$ cat src/rtl/rtc_pkg.sv
package rtc_pkg;
  localparam int unsigned NUM_TIME = 7;
  localparam int unsigned CTL_OUT  = 7;
  localparam int unsigned CTL_SQWE = 4;
  localparam logic [7:0]  CTL_MASK = 8'h93;

  // add one to a packed-BCD byte
  function automatic logic [7:0] bcd_inc(input logic [7:0] v);
    if (v[3:0] == 4'h9) return {v[7:4] + 4'h1, 4'h0};
    return {v[7:4], v[3:0] + 4'h1};
  endfunction

  // last date of a BCD month, February fixed at 28
  function automatic logic [7:0] month_last(input logic [7:0] m);
    case (m)
      8'h02:                      return 8'h28;
      8'h04, 8'h06, 8'h09, 8'h11: return 8'h30;
      default:                    return 8'h31;
    endcase
  endfunction
endpackage

$ cat src/rtl/rtc_divider.sv
module rtc_divider #(
  parameter int unsigned DIV_W = 15
) (
  input  logic       clk,
  input  logic       rst_n,
  input  logic       tick_in,
  input  logic       clr,
  input  logic [1:0] rate,
  input  logic       sq_en,
  input  logic       out_lvl,
  output logic       sec_tick,
  output logic       sqw
);
  logic [DIV_W-1:0] cnt;

  always_ff @(posedge clk) begin
    if (!rst_n)       cnt <= '0;
    else if (clr)     cnt <= '0;
    else if (tick_in) cnt <= cnt + 1'b1;
  end

  assign sec_tick = tick_in && !clr && (cnt == '1);

  always_comb begin
    if (!sq_en) sqw = out_lvl;
    else begin
      case (rate)
        2'b00:   sqw = cnt[DIV_W-1];
        2'b01:   sqw = cnt[2];
        2'b10:   sqw = cnt[1];
        default: sqw = tick_in;
      endcase
    end
  end


  restart_gap_chk: assert property (@(posedge clk) disable iff (!rst_n)
    clr |=> !sec_tick);

  tick_source_chk: assert property (@(posedge clk) disable iff (!rst_n)
    sec_tick |-> tick_in);
endmodule

$ cat src/rtl/rtc_timekeeper.sv
module rtc_timekeeper
  import rtc_pkg::*;
(
  input  logic                     clk,
  input  logic                     rst_n,
  input  logic                     sec_tick,
  input  logic                     wr_en,
  input  logic [2:0]               wr_idx,
  input  logic [7:0]               wr_data,
  output logic [NUM_TIME-1:0][7:0] time_o
);
  logic [7:0] sec_q, min_q, hr_q, day_q, date_q, mon_q, yr_q;
  logic [7:0] hr_n, last_d;
  logic       run, s_wrap, m_wrap, carry_h, d_carry, day_go;

  always_comb begin
    run     = sec_tick && !sec_q[7];
    s_wrap  = (sec_q[6:0] == 7'h59);
    m_wrap  = (min_q == 8'h59);
    carry_h = run && s_wrap && m_wrap;
    d_carry = 1'b0;
    if (hr_q[6]) begin
      if (hr_q[4:0] == 5'h12) hr_n = (hr_q & 8'h60) | 8'h01;
      else if (hr_q[4:0] == 5'h11) begin
        hr_n    = ((hr_q & 8'h60) ^ 8'h20) | 8'h12;
        d_carry = hr_q[5];
      end else hr_n = (hr_q & 8'h60) | bcd_inc(hr_q & 8'h1F);
    end else if (hr_q[5:0] == 6'h23) begin
      hr_n    = 8'h00;
      d_carry = 1'b1;
    end else hr_n = bcd_inc(hr_q & 8'h3F);
    day_go = carry_h && d_carry;
    last_d = month_last(mon_q);
  end

  always_ff @(posedge clk) begin
    if (!rst_n) begin
      sec_q <= 8'h00; min_q <= 8'h00; hr_q <= 8'h00; day_q <= 8'h01;
      date_q <= 8'h01; mon_q <= 8'h01; yr_q <= 8'h00;
    end else begin
      if (run) begin
        sec_q <= s_wrap ? 8'h00 : bcd_inc(sec_q);
        if (s_wrap) min_q <= m_wrap ? 8'h00 : bcd_inc(min_q);
        if (carry_h) hr_q <= hr_n;
        if (day_go) begin
          day_q <= (day_q == 8'h07) ? 8'h01 : day_q + 8'h01;
          if (date_q == last_d) begin
            date_q <= 8'h01;
            mon_q  <= (mon_q == 8'h12) ? 8'h01 : bcd_inc(mon_q);
            if (mon_q == 8'h12) yr_q <= (yr_q == 8'h99) ? 8'h00 : bcd_inc(yr_q);
          end else date_q <= bcd_inc(date_q);
        end
      end
      if (wr_en) begin
        case (wr_idx)
          3'd0: sec_q  <= wr_data;
          3'd1: min_q  <= wr_data & 8'h7F;
          3'd2: hr_q   <= wr_data & 8'h7F;
          3'd3: day_q  <= wr_data & 8'h07;
          3'd4: date_q <= wr_data & 8'h3F;
          3'd5: mon_q  <= wr_data & 8'h1F;
          3'd6: yr_q   <= wr_data;
          default: ;
        endcase
      end
    end
  end

  assign time_o = {yr_q, mon_q, date_q, day_q, hr_q, min_q, sec_q};


  halt_hold_chk: assert property (@(posedge clk) disable iff (!rst_n)
    (sec_q[7] && !wr_en) |=> $stable(time_o));

  sec_wrap_chk: assert property (@(posedge clk) disable iff (!rst_n)
    (run && s_wrap && !wr_en) |=> (sec_q == 8'h00) && (min_q != $past(min_q)));

  noon_flip_chk: assert property (@(posedge clk) disable iff (!rst_n)
    (carry_h && hr_q == 8'h51 && !wr_en) |=> hr_q == 8'h72);

  midnight_chk: assert property (@(posedge clk) disable iff (!rst_n)
    (carry_h && hr_q == 8'h23 && !wr_en) |=> (hr_q == 8'h00) && (date_q != $past(date_q)));
endmodule

$ cat src/rtl/rtc_core.sv
module rtc_core
  import rtc_pkg::*;
#(
  parameter int unsigned DIV_W  = 15,
  parameter int unsigned ADDR_W = 6
) (
  input  logic              clk,
  input  logic              rst_n,
  input  logic              tick_32k,
  input  logic              req_valid,
  output logic              req_ready,
  input  logic              req_write,
  input  logic [ADDR_W-1:0] req_addr,
  input  logic [7:0]        req_wdata,
  output logic              rsp_valid,
  input  logic              rsp_ready,
  output logic [7:0]        rsp_data,
  output logic              sqw_out
);
  localparam int unsigned DEPTH = 1 << ADDR_W;
  localparam int unsigned RAM_N = DEPTH - 8;

  logic [NUM_TIME-1:0][7:0] tm;
  logic [7:0] ctrl_q, rd_val;
  logic [7:0] ram [RAM_N];
  logic accept, wr, rd, is_time, is_ctrl, sec_tick;

  assign req_ready = !rsp_valid || rsp_ready;
  assign accept    = req_valid && req_ready;
  assign wr        = accept && req_write;
  assign rd        = accept && !req_write;
  assign is_time   = req_addr < ADDR_W'(NUM_TIME);
  assign is_ctrl   = req_addr == ADDR_W'(NUM_TIME);

  rtc_divider #(.DIV_W(DIV_W)) u_div (
    .clk(clk), .rst_n(rst_n), .tick_in(tick_32k),
    .clr(wr && req_addr == '0),
    .rate(ctrl_q[1:0]), .sq_en(ctrl_q[CTL_SQWE]), .out_lvl(ctrl_q[CTL_OUT]),
    .sec_tick(sec_tick), .sqw(sqw_out)
  );

  rtc_timekeeper u_tk (
    .clk(clk), .rst_n(rst_n), .sec_tick(sec_tick),
    .wr_en(wr && is_time), .wr_idx(req_addr[2:0]), .wr_data(req_wdata),
    .time_o(tm)
  );

  always_ff @(posedge clk) begin
    if (!rst_n) ctrl_q <= 8'h00;
    else if (wr && is_ctrl) ctrl_q <= req_wdata & CTL_MASK;
  end

  always_ff @(posedge clk) begin
    if (wr && !is_time && !is_ctrl) ram[req_addr - ADDR_W'(8)] <= req_wdata;
  end

  always_comb begin
    if (is_time)      rd_val = tm[req_addr[2:0]];
    else if (is_ctrl) rd_val = ctrl_q;
    else              rd_val = ram[req_addr - ADDR_W'(8)];
  end

  always_ff @(posedge clk) begin
    if (!rst_n) begin
      rsp_valid <= 1'b0;
      rsp_data  <= 8'h00;
    end else if (rd) begin
      rsp_valid <= 1'b1;
      rsp_data  <= rd_val;
    end else if (rsp_ready) rsp_valid <= 1'b0;
  end


  rsp_hold_chk: assert property (@(posedge clk) disable iff (!rst_n)
    (rsp_valid && !rsp_ready) |=> rsp_valid && $stable(rsp_data));

  static_level_chk: assert property (@(posedge clk) disable iff (!rst_n)
    !ctrl_q[CTL_SQWE] |-> sqw_out == ctrl_q[CTL_OUT]);
endmodule

$ cat config.mk
export PLATFORM = sky130hd
export DESIGN_NAME = rtc_core
export DESIGN_NICKNAME = d
export VERILOG_FILES = /design/src/rtl/rtc_pkg.sv /design/src/rtl/rtc_divider.sv /design/src/rtl/rtc_timekeeper.sv /design/src/rtl/rtc_core.sv
export SDC_FILE = /design/constraint.sdc
export NUM_CORES = 1
export LEC_CHECK = 0
export BUFFER_PORTS_ARGS = -buffer_cell sky130_fd_sc_hd__buf_4
export CORE_ASPECT_RATIO = 1.5
export CORE_MARGIN = 5
export CORE_UTILIZATION = 65
export DETAILED_ROUTE_END_ITERATION = 10
export PLACE_DENSITY = 0.82
export SYNTH_ARGS = -nofsm -noshare
export SYNTH_HDL_FRONTEND = slang
export SYNTH_SLANG_ARGS = --single-unit
$ cat constraint.sdc
create_clock -name clk -period 6.9 [get_ports clk]
set_input_delay 1.38 -clock clk [delete_from_list [all_inputs] [get_ports clk]]
set_output_delay 1.38 -clock clk [all_outputs]
set_load 0.1 [all_outputs]
==> results of run 1 <==
[routing by layer]
layer,routed length [um],up-vias,share of wire [%]
li1,-,5783,-
met1,19600,6853,35
met2,29100,779,52
met3,3940,189,7.0
met4,3190,0,5.7
met5,0,-,0
[per-stage QoR]
step | hold WS (ns) | power, mW | setup slack (ns) | util [%]
finish | 0.454 | 6.55 | 2.81 | 71.3
global route | 0.476 | 6.73 | 2.67 | 71.3
CTS | 0.451 | 6.56 | 2.88 | 71.3
detailed placement | 0.440 | 3.94 | 2.29 | 66.9
global placement | 0.437 | 3.93 | 2.41 | 66.9
floorplan | 0.421 | 3.81 | 2.66 | -
[kinds of logic (layout without fill, tap and decap cells)]
group,Yosys count,in the layout,share of synthesized area (%)
flip-flops,532,532,66.4
AND/OR/NAND/NOR,368,368,7.99
multiplexers,196,196,15.8
AO/OA/AOI/OAI,193,193,5.36
buffers and inverters,121,158,2.09
XOR/XNOR,27,27,1.04
adder cells (fa/ha/maj),24,24,1.32
[Yosys cell counts, drive strengths merged, types with 9 or more instances]
library cell	number
o31ai	14
xor2	12
o21ai	53
edfxtp	448
a31oi	18
nand3	39
a211oi	14
xnor2	15
buf	29
mux2i	59
inv	28
nor2b	9
a21oi	36
and3	9
nor3	20
o22ai	18
mux4	130
nor4	12
ha	24
or4	12
nand4	16
clkbuf	64
dfxtp	84
nor2	136
nand2	63
[worst max-delay path, cell delays in order]
cell and delay (ns):
buf_4 0.60, nor3_1 0.15, nand4_1 0.36, or4b_1 0.48
buf_4 0.23, or2_0 0.23, buf_4 0.22, or4_1 0.54
a311oi_1 0.30
[worst paths after layout]
kind	slack [ns]	startpoint	cells past startpoint	endpoint
worst max register to register	3.33	u_div.cnt[1]	9	u_tk.yr_q[7]
worst min register to register	0.45	u_tk.hr_q[7]	2	u_tk.hr_q[7]
worst max-delay path	2.81	req_addr[2]	9	u_tk.yr_q[7]
worst min-delay path	0.45	u_tk.hr_q[7]	2	u_tk.hr_q[7]
[cells in the final DEF, fill, tap and decap left out, types with 7 or more instances in the layout]
cell type	netlist	routed
clkbuf_1	64	9
a31oi_1	18	18
mux4_2	130	130
nor3_1	20	20
inv_1	28	28
a211oi_1	14	14
ha_1	24	24
and3_1	9	9
a21oi_1	36	36
bufinv_16	0	7
nand4_1	15	15
buf_4	1	42
dfxtp_1	84	84
nand3_1	39	39
edfxtp_1	448	448
xor2_1	12	12
nor2_1	136	136
nor2b_1	9	9
xnor2_1	15	15
clkbuf_16	0	46
nand2_1	63	63
mux2_2	7	7
o21ai_0	53	53
nor4_1	12	12
o31ai_1	14	13
o211ai_1	7	7
or4_1	12	12
o22ai_1	18	18
clkinv_1	0	9
mux2i_1	59	59
[final cells by class]
cell class / instances / area (um^2)
Clock buffer: 60 / 1220
Multi-Input combinational cell: 808 / 7180
Timing Repair Buffer: 44 / 340
Clock inverter: 26 / 318
Tap cell: 473 / 592
Sequential cell: 532 / 15100
Fill cell: 2109 / 10000
Inverter: 28 / 105
[power by group through the flow]
stage                     combinational [mW]  clock (mW)  sequential [mW]
final                                  0.376        2.67             3.50
after global placement                 0.360           0             3.57
after global routing                   0.396        2.83             3.50
after CTS                              0.374        2.68             3.50
after detailed placement               0.369           0             3.57
after floorplan                        0.210           0             3.60
==> impl_metrics.csv, run 1 <==
group,metric,value,unit
logic_synthesis,synth_area_per_cell,15.6,um^2
clock_tree,clk_latency,0.59,ns
pwr,power.leakage,7.92,nW
logic_synthesis,synthArstFlopShare,0,%
finish,synthToLayoutAreaGrowth,9.22,%
timing,finalClockSkew,0.0309,ns
timing,setup_viol,0,
finish,diodes,0,
placed_design,place_hpwl,33.9,mm
global_route,grt_use_total,29.2,%
logic_synthesis,yosysWarnings,0,
global_route,grt_first_pass_wirelength,85.2,mm
global_route,grt_busiest_layer,"met2",
setup_path,worst_ep_required_time,7.36,ns
routing,totalWireLength,55.8,mm
finish,regMostFlops,"ram",
pwr,peakVddDrop,0.215,mV
setup_path,critical_path_class,"in -> reg",
timing,finalSetupTns,0,ns
timing,drv_slew,0,
finish,finalNetCount,1504,
logic_synthesis,synth.top_cell.area_share,59.0,%
logic_synthesis,syn_inst,1461,
timing,relSlewSlack,28.8,%
logic_synthesis,synthFlopType,"edfxtp_1",
pwr,pwr-share-comb,5.7,%
die,start_util,65.3,%
finish,post_route_cells_drive_above_1_share,17.4,%
routing,drtPass1Iterations,5,
finish,fin_area,24900,um^2
logic_synthesis,synth_edf_count,448,
die,core-area,34900,um^2
clock_tree,cts_buffer_depth,3,
logic_synthesis,seq_area_frac_synth,66.4,%
timing,rsz0062_at_grt,"false",
clock_tree,tritoncts,"done",
routing,drtIter0Drc,1823,
die,die_h,239,um
clock_tree,clk_pin_slew,0.07,ns
pwr,p_int,5.13,mW
placed_design,portBuffers,30,
routing,route.detailed.drc,0,
global_route,overflow,0,
pwr,power.switching,1.41,mW
clock_tree,cts_setup_buffers,0,
pwr,power_density,263,nW/um^2
timing,hold_violations,0,
logic_synthesis,synth_area,22800,um^2
finish,largestRegisters,"ram: 448 flops, u_div.cnt: 15 flops",
setup_path,cp-start-kind,"input port",
pwr,seqPwrFrac,53.5,%
pwr,sw_frac_of_total,21.6,%
logic_synthesis,syn_nets,1505,
setup_path,arrival,4.55,ns
run,drv_cap,0,
setup_path,cp_max_fo,43,
die,io_pins,31,
clock_tree,cts_sinks,532,
placed_design,gp_congestion,0.960,
setup_path,worstSetupEndpointType,"flip-flop",
clock_tree,root_buffer,"clkbuf_16",
global_route,grt_pass1_vias,13578,
clock_tree,h-tree-depth,2,
placed_design,placed_cell_area,23400,um^2
clock_tree,cts_buffers,46,
logic_synthesis,ys_top_cells_by_area,"edfxtp_1 (59%), mux4_2 (13%), dfxtp_1 (7.4%)",
pwr,p_clk_share,40.7,%
routing,via_count,13604,
die,die_width,163,um
placed_design,placed_cells,1885,
die,rows,84,
clock_tree,ctsResizeCount,0,
logic_synthesis,synth_top_cell_by_area,"edfxtp_1",
global_route,met3_usage,4.01,%
routing,wl_per_cell,28.3,um
timing,max_slew.worst_pin.slew,1.05,ns
routing,viasPerCell,6.90,
hold_path,worstHoldPathType,"reg -> reg",
timing,final.period_utilization,59.3,%
run_status,outcome,"finished, final reports clean",
global_route,met2_usage,50.7,%
finish,largest_reg_flops,448,
routing,antenna_left,0,
timing,fmax,245,MHz
die,dieArea,39000,um^2
global_route,antenna_found_initial,0,
global_route,use_met1,36.9,%
clock_tree,postCtsHoldBufs,0,
logic_synthesis,ys_seq_elements,532,
logic_synthesis,ys_types,61,
finish,fin_cells,1971,
timing,fin_crit,4.09,ns
global_route,grt_max_degree,65,
No activity file was read; power rests on OpenSTA's default activity.
==> run 2: changes to the inputs <==
--- a/config.mk
+++ b/config.mk
@@ -5,12 +5,13 @@
 export SDC_FILE = /design/constraint.sdc
 export NUM_CORES = 1
 export LEC_CHECK = 0
+export ABC_AREA = 1
 export BUFFER_PORTS_ARGS = -buffer_cell sky130_fd_sc_hd__buf_4
 export CORE_ASPECT_RATIO = 1.5
 export CORE_MARGIN = 5
-export CORE_UTILIZATION = 65
+export CORE_UTILIZATION = 63
 export DETAILED_ROUTE_END_ITERATION = 10
-export PLACE_DENSITY = 0.82
+export PLACE_DENSITY = 0.8
 export SYNTH_ARGS = -nofsm -noshare
 export SYNTH_HDL_FRONTEND = slang
 export SYNTH_SLANG_ARGS = --single-unit
==> constraint.sdc (replaced) <==
create_clock -name clk -period 4.3 [get_ports clk]
set_input_delay 0.86 -clock clk [delete_from_list [all_inputs] [get_ports clk]]
set_output_delay 0.86 -clock clk [all_outputs]
set_load 0.1 [all_outputs]
==> impl_metrics.csv, run 2 <==
group,metric,value,unit
run_status,outcome,"finished, final reports clean",
logic_synthesis,seq_area_frac_synth,65.2,%
placed_design,pre_cts_slack,0.805,ns
global_route,grt_pass1_vias,16639,
placed_design,place_hpwl,40.9,mm
pwr,pwr-share-comb,6.3,%
routing,antenna_left,0,
pwr,seqPwrFrac,53.5,%
timing,setup_viol,0,
die,rows,86,
finish,utilization,69.4,%
routing,drtIter0Drc,2418,
routing,wl_per_cell,23.1,um
setup_path,cp-start-kind,"input port",
placed_design,gp_congestion,1.00,
timing,hold_violations,0,
finish,finalNetCount,2248,
clock_tree,root_buffer,"clkbuf_16",
finish,final_common_cell,"nand2_1",
run,drv_cap,0,
clock_tree,h-tree-depth,2,
routing,viasPerCell,6.30,
die,die_width,167,um
global_route,overflow,0,
global_route,grt_first_pass_wirelength,95.5,mm
finish,post_route_cells_drive_above_1_share,8.88,%
setup_path,crit_chain,"buf_4 -> inv_2 -> ha_1 -> xnor2_1 -> nand2_1 -> nor2_1 -> inv_1 -> nor2_1",
finish,diodes,0,
logic_synthesis,synth_top_cell_by_area,"edfxtp_1",
placed_design,placed_cell_area,23900,um^2
logic_synthesis,ys_top_cells_by_area,"edfxtp_1 (58%), nand2_1 (8.3%), dfxtp_1 (7.2%)",
global_route,grt_use_total,30.4,%
global_route,grt_max_degree,117,
logic_synthesis,yosysWarnings,0,
global_route,antenna_found_initial,0,
logic_synthesis,ys_types,55,
logic_synthesis,ys_seq_elements,532,
finish,fin_area,25400,um^2
clock_tree,cts_setup_buffers,0,
routing,via_count,17172,
timing,finalClockSkew,0.0250,ns
clock_tree,postCtsHoldBufs,0,
clock_tree,tritoncts,"done",
pwr,p_int,8.13,mW
logic_synthesis,yosysMostFrequentCell,"nand2_1",
logic_synthesis,synthArstFlopShare,0,%
setup_path,crit_family,"simple AND/OR/NAND/NOR gates",
setup_path,critical_path_class,"in -> reg",
setup_path,max_stage_delay,0.57,ns
die,core-area,36600,um^2
clock_tree,cts_buffer_depth,3,
timing,drv_slew,0,
pwr,power_density,413,nW/um^2
routing,totalWireLength,63.0,mm
setup_path,arrival,3.16,ns
clock_tree,cts_buffers,47,
die,die_h,245,um
finish,largestRegisters,"ram: 448 flops, u_div.cnt: 15 flops",
setup_path,cp_max_fo,17,
finish,final_cell_mix,"nand2_1 (515), edfxtp_1 (448), nor2_1 (192)",
pwr,p_clk_share,40.2,%
timing,fmax,337,MHz
setup_path,worstSetupEndpointType,"flip-flop",
routing,route.detailed.drc,0,
finish,num-fill-cells,2613,
finish,largest_reg_flops,448,
timing,max_slew.worst_pin.slew,0.989,ns
logic_synthesis,synthFlopType,"edfxtp_1",
timing,finalSetupTns,0,ns
die,io_pins,31,
pwr,power.leakage,9.17,nW
timing,final.period_utilization,69.1,%
finish,synthToLayoutAreaGrowth,9.36,%
clock_tree,clk_latency,0.57,ns
logic_synthesis,syn_nets,2218,
setup_path,worst_path_max_delay_cell,"nor2_1",
timing,fin_crit,2.97,ns
setup_path,worst_ep_required_time,4.49,ns
timing,timing.final.ws_setup,1.33,ns
die,start_util,63.5,%
clock_tree,ctsResizeCount,0,
clock_tree,clk_pin_slew,0.07,ns
logic_synthesis,synth_edf_count,448,
logic_synthesis,ys_top_cells_by_count,"nand2_1 (515), edfxtp_1 (448), nor2_1 (192)",
pwr,power.switching,2.36,mW
die,dieArea,40900,um^2
setup_path,critical_path_buf_inv_count,3,
routing,drtPass1Iterations,8,
setup_path,crit_top_cell,"nor2_1",
timing,rsz0062_at_grt,"false",
pwr,p_total,10.5,mW
pwr,sw_frac_of_total,22.5,%
timing,relSlewSlack,34.1,%
logic_synthesis,syn_inst,2174,
finish,regMostFlops,"ram",
logic_synthesis,synth_area_per_cell,10.7,um^2
hold_path,worstHoldPathType,"reg -> reg",
placed_design,portBuffers,30,
logic_synthesis,synth.top_cell.area_share,57.9,%
pwr,peakVddDrop,0.371,mV
logic_synthesis,synth_area,23200,um^2
clock_tree,cts_sinks,532,
[run 2: area by class of cell]
class	instances	area [um^2]	area share (%)
Tap cell	484	606	2.39
Clock buffer	56	1250	4.93
Multi-Input combinational cell	1370	6910	27.2
Sequential cell	532	15100	59.6
Clock inverter	29	282	1.11
Timing Repair Buffer	60	475	1.87
Inverter	193	726	2.86
[run 2: power groups by stage]
stage | Combinational, mW | Clock, mW | Sequential, mW
after global routing | 0.695 | 4.46 | 5.61
after floorplan | 0.324 | 0 | 5.77
final | 0.662 | 4.21 | 5.62
after global placement | 0.634 | 0 | 5.73
after CTS | 0.646 | 4.24 | 5.61
after detailed placement | 0.641 | 0 | 5.73
[run 2: per-layer routing]
metal	wire length [um]	share of wire [%]	up-vias	global-route usage [%]
met5	0	0	-	0
met4	4730	7.5	0	18.2
met3	6220	9.9	301	5.17
met2	30700	49	1186	52.6
met1	21300	34	8011	35.6
li1	-	-	7674	-
[run 2: worst register-to-register path, stage by stage (launching register included)]
cell and delay, ns:
dfxtp_1 0.32, nand2_1 0.13, nand3_2 0.19, a21oi_1 0.46
nand2_1 0.61, nor2_1 0.76
[run 2: cells by family after synthesis]
| logic type | synth area share, % |
|---|---|
| XOR/XNOR | 0.830 |
| multiplexers | 0.0485 |
| flip-flops | 65.2 |
| adder cells (fa/ha/maj) | 1.29 |
| buffers and inverters | 5.05 |
| AO/OA/AOI/OAI | 8.18 |
| AND/OR/NAND/NOR | 19.4 |
[run 2: worst paths after layout]
check / from / end / slack (ns) / cells past startpoint
hold / removal: u_tk.date_q[7] / u_tk.date_q[7] / 0.49 / 2
setup reg to reg: rsp_valid / ram[44][4] / 1.44 / 5
setup / recovery: req_addr[3] / ram[0][4] / 1.33 / 8
hold reg to reg: u_tk.date_q[7] / u_tk.date_q[7] / 0.49 / 2
[run 2: stage by stage]
step,cells,hold slack [ns]
after floorplan,2174,0.425
after global placement,2639,0.453
after detailed placement,2639,0.469
after CTS,2724,0.479
after global routing,2724,0.498
final,2724,0.486
